[src/rtl/sc_pkg.sv]
package sc_pkg;
  // internal datapath: signed, CW bits, CF fractional bits
  localparam int CW = 20;
  localparam int CF = 16;

  // sine coefficients (odd powers of u), Q16
  localparam logic signed [CW-1:0] SA1 = 20'sd102944;
  localparam logic signed [CW-1:0] SA3 = -20'sd42334;
  localparam logic signed [CW-1:0] SA5 = 20'sd5223;
  localparam logic signed [CW-1:0] SA7 = -20'sd296;

  // cosine coefficients (even powers of u), Q16
  localparam logic signed [CW-1:0] SC0 = 20'sd65536;
  localparam logic signed [CW-1:0] SC2 = -20'sd80852;
  localparam logic signed [CW-1:0] SC4 = 20'sd16624;
  localparam logic signed [CW-1:0] SC6 = -20'sd1307;
endpackage

[src/rtl/sc_pipe_mul.sv]
module sc_pipe_mul #(
  parameter int W   = 20,
  parameter int F   = 16,
  parameter int LAT = 3
) (
  input  logic                clk,
  input  logic                rst,
  input  logic                in_vld,
  input  logic                in_tag,
  input  logic signed [W-1:0] a,
  input  logic signed [W-1:0] b,
  output logic                out_vld,
  output logic                out_tag,
  output logic signed [W-1:0] p
);
  localparam int PW = 2 * W;
  localparam logic signed [PW-1:0] RND = PW'(1) <<< (F - 1);

  logic [LAT-1:0]      vld_q;
  logic [LAT-1:0]      tag_q;
  logic signed [W-1:0] p_q [LAT];

  always_ff @(posedge clk) begin
    if (rst) begin
      vld_q <= '0;
      tag_q <= '0;
    end else begin
      vld_q <= {vld_q[LAT-2:0], in_vld};
      tag_q <= {tag_q[LAT-2:0], in_tag};
    end
  end

  always_ff @(posedge clk) begin
    p_q[0] <= W'((PW'(a) * PW'(b) + RND) >>> F);
    for (int i = 1; i < LAT; i++) p_q[i] <= p_q[i-1];
  end

  assign out_vld = vld_q[LAT-1];
  assign out_tag = tag_q[LAT-1];
  assign p       = p_q[LAT-1];
endmodule

[src/rtl/sc_fold.sv]
module sc_fold #(
  parameter int ANGLE_W = 16,
  parameter int W       = 20,
  parameter int F       = 16
) (
  input  logic [ANGLE_W-1:0]  angle,
  output logic [1:0]          quad,
  output logic signed [W-1:0] u
);
  localparam int RW  = ANGLE_W - 2;
  localparam int PAD = F - RW;

  assign quad = angle[ANGLE_W-1 -: 2];
  assign u    = {{(W - F){1'b0}}, angle[RW-1:0], {PAD{1'b0}}};
endmodule

[src/rtl/sc_unfold.sv]
module sc_unfold #(
  parameter int W     = 20,
  parameter int F     = 16,
  parameter int OUT_W = 16
) (
  input  logic signed [W-1:0]     s_in,
  input  logic signed [W-1:0]     c_in,
  input  logic [1:0]              quad,
  output logic signed [OUT_W-1:0] sine,
  output logic signed [OUT_W-1:0] cosine
);
  localparam int SH = F - OUT_W + 1;
  localparam logic signed [W-1:0] HALF = W'(1) <<< (SH - 1);
  localparam logic signed [W-1:0] MAXV = W'((1 <<< (OUT_W - 1)) - 1);

  function automatic logic signed [OUT_W-1:0] to_mag(input logic signed [W-1:0] x);
    logic signed [W-1:0] t;
    t = (x + HALF) >>> SH;
    if (t < 0) return '0;
    if (t > MAXV) return MAXV[OUT_W-1:0];
    return t[OUT_W-1:0];
  endfunction

  logic signed [OUT_W-1:0] ms, mc;

  always_comb begin
    ms = to_mag(s_in);
    mc = to_mag(c_in);
    case (quad)
      2'd0:    begin sine = ms;  cosine = mc;  end
      2'd1:    begin sine = mc;  cosine = -ms; end
      2'd2:    begin sine = -ms; cosine = -mc; end
      default: begin sine = -mc; cosine = ms;  end
    endcase
  end
endmodule

[src/rtl/sincos_poly.sv]
module sincos_poly #(
  parameter int MUL_LAT = 3,
  parameter int ANGLE_W = 16,
  parameter int OUT_W   = 16
) (
  input  logic                     clk,
  input  logic                     rst,
  input  logic                     req_i,
  input  logic [ANGLE_W-1:0]       angle_i,
  output logic                     busy_o,
  output logic                     ready_o,
  output logic signed [OUT_W-1:0]  sine_o,
  output logic signed [OUT_W-1:0]  cosine_o
);
  import sc_pkg::*;
  localparam int W = CW;
  localparam int F = CF;
  localparam logic [2:0] KS_LAST = 3'd4;
  localparam logic [1:0] KC_LAST = 2'd3;

  logic                busy_q, launch_q, cos_go_q, cdone_q;
  logic [2:0]          ks_q;
  logic [1:0]          kc_q, quad_q;
  logic signed [W-1:0] u_q, z_q, cres_q;

  logic [1:0]          f_quad;
  logic signed [W-1:0] f_u;
  logic                m_vld, m_tag, r_vld, r_tag;
  logic signed [W-1:0] m_a, m_b, r_p;
  logic signed [OUT_W-1:0] uf_s, uf_c;

  logic ret_s, ret_c, fin, is_l, is_s, is_g, is_c;

  sc_fold #(.ANGLE_W(ANGLE_W), .W(W), .F(F)) i_fold (
    .angle(angle_i), .quad(f_quad), .u(f_u)
  );

  sc_pipe_mul #(.W(W), .F(F), .LAT(MUL_LAT)) i_mul (
    .clk(clk), .rst(rst), .in_vld(m_vld), .in_tag(m_tag), .a(m_a), .b(m_b),
    .out_vld(r_vld), .out_tag(r_tag), .p(r_p)
  );

  sc_unfold #(.W(W), .F(F), .OUT_W(OUT_W)) i_unfold (
    .s_in(r_p), .c_in(cres_q), .quad(quad_q), .sine(uf_s), .cosine(uf_c)
  );

  // issue scheduling: sine issues on its own returns, cosine one cycle later
  always_comb begin
    ret_s = r_vld && !r_tag;
    ret_c = r_vld && r_tag;
    fin   = ret_s && (ks_q == KS_LAST);
    is_l  = launch_q;
    is_s  = ret_s && (ks_q != KS_LAST);
    is_g  = cos_go_q;
    is_c  = ret_c && (kc_q != KC_LAST);
    m_vld = is_l || is_s || is_g || is_c;
    m_tag = 1'b0;
    m_a   = z_q;
    m_b   = '0;
    if (is_l) begin
      m_a = u_q;
      m_b = u_q;
    end else if (is_s) begin
      case (ks_q)
        3'd0:    begin m_a = r_p; m_b = SA7;       end
        3'd1:    begin m_a = z_q; m_b = r_p + SA5; end
        3'd2:    begin m_a = z_q; m_b = r_p + SA3; end
        default: begin m_a = u_q; m_b = r_p + SA1; end
      endcase
    end else if (is_g) begin
      m_tag = 1'b1;
      m_b   = SC6;
    end else if (is_c) begin
      m_tag = 1'b1;
      m_b   = (kc_q == 2'd1) ? r_p + SC4 : r_p + SC2;
    end
  end

  always_ff @(posedge clk) begin
    if (rst) begin
      busy_q   <= 1'b0;
      launch_q <= 1'b0;
      cos_go_q <= 1'b0;
      cdone_q  <= 1'b0;
      ks_q     <= '0;
      kc_q     <= '0;
      quad_q   <= '0;
      u_q      <= '0;
      z_q      <= '0;
      cres_q   <= '0;
      ready_o  <= 1'b0;
      sine_o   <= '0;
      cosine_o <= '0;
    end else begin
      ready_o  <= 1'b0;
      launch_q <= 1'b0;
      if (req_i && !busy_q) begin
        busy_q   <= 1'b1;
        launch_q <= 1'b1;
        u_q      <= f_u;
        quad_q   <= f_quad;
        ks_q     <= '0;
        cdone_q  <= 1'b0;
      end
      if (ret_s) begin
        if (ks_q == 3'd0) begin
          z_q      <= r_p;
          cos_go_q <= 1'b1;
        end
        ks_q <= ks_q + 3'd1;
      end
      if (cos_go_q) begin
        cos_go_q <= 1'b0;
        kc_q     <= 2'd1;
      end
      if (ret_c) begin
        if (kc_q == KC_LAST) begin
          cres_q  <= r_p + SC0;
          cdone_q <= 1'b1;
        end else begin
          kc_q <= kc_q + 2'd1;
        end
      end
      if (fin) begin
        busy_q   <= 1'b0;
        ready_o  <= 1'b1;
        sine_o   <= uf_s;
        cosine_o <= uf_c;
      end
    end
  end

  assign busy_o = busy_q;

  AST_ONE_ISSUE: assert property (@(posedge clk) disable iff (rst)
    $countones({is_l, is_s, is_g, is_c}) <= 1);
  AST_COS_FIRST: assert property (@(posedge clk) disable iff (rst)
    fin |-> cdone_q);
  AST_READY_PULSE: assert property (@(posedge clk) disable iff (rst)
    ready_o |=> !ready_o);
  AST_OUT_HOLD: assert property (@(posedge clk) disable iff (rst)
    !ready_o |-> ($stable(sine_o) && $stable(cosine_o)));
  AST_BUSY_DROP: assert property (@(posedge clk) disable iff (rst)
    ready_o |-> (!busy_o && $past(busy_o)));
  AST_NO_OVERFLOW: assert property (@(posedge clk) disable iff (rst)
    (sine_o != {1'b1, {(OUT_W-1){1'b0}}}) && (cosine_o != {1'b1, {(OUT_W-1){1'b0}}}));
endmodule

[config.mk]
export PLATFORM = sky130hd
export DESIGN_NAME = sincos_poly
export DESIGN_NICKNAME = d
export VERILOG_FILES = /design/src/rtl/sc_pkg.sv /design/src/rtl/sc_pipe_mul.sv /design/src/rtl/sc_fold.sv /design/src/rtl/sc_unfold.sv /design/src/rtl/sincos_poly.sv
export SDC_FILE = /design/constraint.sdc
export NUM_CORES = 2
export LEC_CHECK = 0
export BUFFER_PORTS_ARGS = -buffer_cell sky130_fd_sc_hd__buf_4
export CAP_MARGIN = 10
export CORE_MARGIN = 2
export CORE_UTILIZATION = 30
export DETAILED_ROUTE_END_ITERATION = 6
export PLACE_DENSITY = 0.45
export SETUP_SLACK_MARGIN = 0.15
export SKIP_LAST_GASP = 1
export SLEW_MARGIN = 20
export SYNTH_ARGS = -nofsm -noshare
export SYNTH_HDL_FRONTEND = slang
export SYNTH_HIERARCHICAL = 1
export SYNTH_SLANG_ARGS = --single-unit
[constraint.sdc]
create_clock -name clk -period 10.7 [get_ports clk]
set_input_delay 0.535 -clock clk [delete_from_list [all_inputs] [get_ports clk]]
set_output_delay 0.535 -clock clk [all_outputs]
set_load 0.005 [all_outputs]
==> flow_summary.toml <==
[route]
drt_iter0_markers = 1547
vias = 20452
wirelength_mm = 84.2
first_pass_iters = 5
post_drt_wl_per_cell_um = 21.0
drc = 0
drtAntennaViolNets = 0
routed_via_density = 5.11

[final_layout]
fin_nets = 3434
syn_to_final_growth_pct = 7.80
final_common_cell = "inv_1"
design_area_mm2 = 0.0271
n_antenna_cell = 0
stdcell_count = 3999
drive_gt1_frac = 0.0850
fillers = 8697
final_cell_mix = "468 x inv_1, 383 x fa_1, 365 x nand2_1"

[synthesis]
syn-cell-area_mm2 = 0.0252
synth_edf_count = 0
netlist_instances = 2986
async_flop_share = 0
syn_avg_cell_area_um2 = 8.43
synth_area_leaders = "fa_1 30%, dfxtp_1 13%, inv_1 7.0%"
synth_top_area_frac = 0.305
yosys.area.top_type = "fa_1"
yosysUniqueCellTypes = 107
synth_flop_cell = "dfxtp_1"
ys_seq_area_frac = 0.134
synth_seq_cells = 169
yosysWarningCount = 6

[power]
p_seq_frac = 0.354
combPwrFrac = 0.300
p_int_mw = 1.22
netSwitchingFraction = 0.380
totalPowerFinal_mw = 1.97
power.switching_mw = 0.749
irDropWorstVdd_v = 0.0000732
cellLeakagePower_nw = 12.1
p_clk_frac = 0.346
powerDensity_mw_per_mm2 = 72.7

[grt]
grt_max_degree = 65
track_usage = 0.197
gr-total-overflow = 0
grt_pass1_vias = 21424
grt_pass1_wl_mm = 130
grt_antenna_before_repair = 0

[die]
placeableCoreArea_mm2 = 0.0833
die_w_um = 294
fp.dieH_um = 294
dieArea_mm2 = 0.0862
start_util = 0.302
rows = 106
io_pins = 53

[clocking]
cts-htree-levels = 4
cts_num_sinks = 169
cts_tree = "done"
cts_resized = 0
root_buffer = "clkbuf_16"
cts_setup_buffers = 0
cts_buffers = 17
cts_buffer_depth = 2
clock_latency_ps = 460
clk_pin_slew_ps = 80
hold_buffers = 0

[sta]
slew_violations = 0
fin_crit_sh = 0.873
slew_headroom = 0.177
fin_tns_setup_ps = 0
finalSetupViolCount = 0
rsz0062_at_grt = "no"
finClkSkew_ps = 20.4
finalHoldViolations = 0
worstMarginPinSlew_ps = 1200
period_needed_ps = 9350
fmax_mhz = 107

[job]
maxCapViolCount = 0

[place]
port-buffer-count = 52
place_inst = 3967
hpwlAfterDp_mm = 63.5
gp_congestion = 0.923
placed_cell_area_mm2 = 0.0265

[critical_path]
cp-start-kind = "register"
cp_common_cell = "fa_1"
crit_fanout = 20
end_kind = "register"
cpMaxStageDelayCell = "a2111oi_1"
critPathKind = "register to register"
worst_path_largest_cell_delay_ps = 870
worstPathArrival_ps = 9690
critical_path_required_ps = 11050

[outcome]
status = "complete, no violations"

[min_path]
hold_path_class = "primary input to register"
layer usage:
metal  share of wire  vias to the layer above  GRT usage
li1                -                     9374          -
met1            0.45                    10330      0.269
met2            0.47                      623      0.328
met3           0.048                      125     0.0221
met4           0.027                        0     0.0580
met5               0                        -          0
power groups by stage:
| stage | Sequential, mW | Clock (mW) | Combinational [mW] |
|---|---|---|---|
| 3_5_place_dp | 0.713 | 0 | 0.585 |
| 5_1_grt | 0.702 | 0.723 | 0.643 |
| 2_1_floorplan | 0.679 | 0 | 0.432 |
| 4_1_cts | 0.699 | 0.702 | 0.588 |
| 6_report | 0.699 | 0.683 | 0.591 |
| 3_3_place_gp | 0.713 | 0 | 0.583 |
logic make-up after synthesis:
| kind of cell | Yosys count | synth area share |
|---|---|---|
| AO/OA/AOI/OAI | 511 | 0.139 |
| AND/OR/NAND/NOR | 949 | 0.189 |
| XOR/XNOR | 112 | 0.0396 |
| adder cells (fa/ha/maj) | 509 | 0.367 |
| multiplexers | 29 | 0.0163 |
| other | 1 | 0.000149 |
| flip-flops | 169 | 0.134 |
| buffers and inverters | 706 | 0.114 |
worst paths after layout:
| path | startpoint | end | slack [ps] | cells past startpoint |
|---|---|---|---|---|
| setup / recovery | ks_q[0] | i_mul/p_q[0][8] | 1350 | 30 |
| hold reg to reg | i_mul/p_q[0][15] | i_mul/p_q[0][35] | 330 | 0 |
| setup reg to reg | ks_q[0] | i_mul/p_q[0][8] | 1350 | 30 |
| hold / removal | req_i | busy_o | 290 | 2 |
Yosys cell counts (20+ instances only):
master / n
inv_1: 468
o21ai_0: 64
nor2_1: 113
a31oi_1: 23
dfxtp_1: 169
and2_1: 223
o211ai_1: 28
nand2_1: 365
fa_1: 383
clkbuf_1: 154
a22oi_1: 21
nand3_1: 51
nor3_1: 50
nand2b_1: 26
xnor2_1: 86
xor2_1: 24
buf_2: 24
a22o_1: 36
a21oi_1: 152
buf_4: 45
ha_1: 126
a211oi_1: 20
worst max-delay path, delay by kind of cell, from the launching register on:
family | cells | cell delay (ps)
and+or+nand+nor | 7 | 1750
adders and majority gates | 9 | 4180
xor gates and xnor gates | 1 | 200
buffers and inverters | 6 | 600
DFF | 1 | 410
AOI/OAI and AO/OA | 7 | 2090
registers in the layout (all words and copies together), names as in the netlist:
register,flops
i_mul/p_q,60
i_mul/vld_q,3
i_mul/tag_q,3
sine_o,16
u_q,20
ready_o,1
cos_go_q,1
quad_q,2
z_q,20
ks_q,3
kc_q,2
is_l,1
cres_q,20
cosine_o,16
busy_o,1
through the flow:
stage / hold WS [ps] / utilization / setup WS [ps]
4_1_cts: 275 / 0.326 / 1420
2_1_floorplan: 310 / - / 2100
5_1_grt: 292 / 0.326 / 828
3_3_place_gp: 311 / 0.318 / 1230
3_5_place_dp: 312 / 0.318 / 1470
6_report: 294 / 0.326 / 1350
layout make-up:
cell class | instances | area, um^2 | area share
clock buffer | 17 | 425 | 0.0157
sequential | 169 | 3380 | 0.125
clock inverter | 15 | 209 | 0.00770
inverter | 474 | 1780 | 0.0656
tap | 1080 | 1350 | 0.0498
multi-input combinational | 2116 | 19000 | 0.701
timing repair buffer | 128 | 961 | 0.0354
Power figures use the tool's default switching activity.
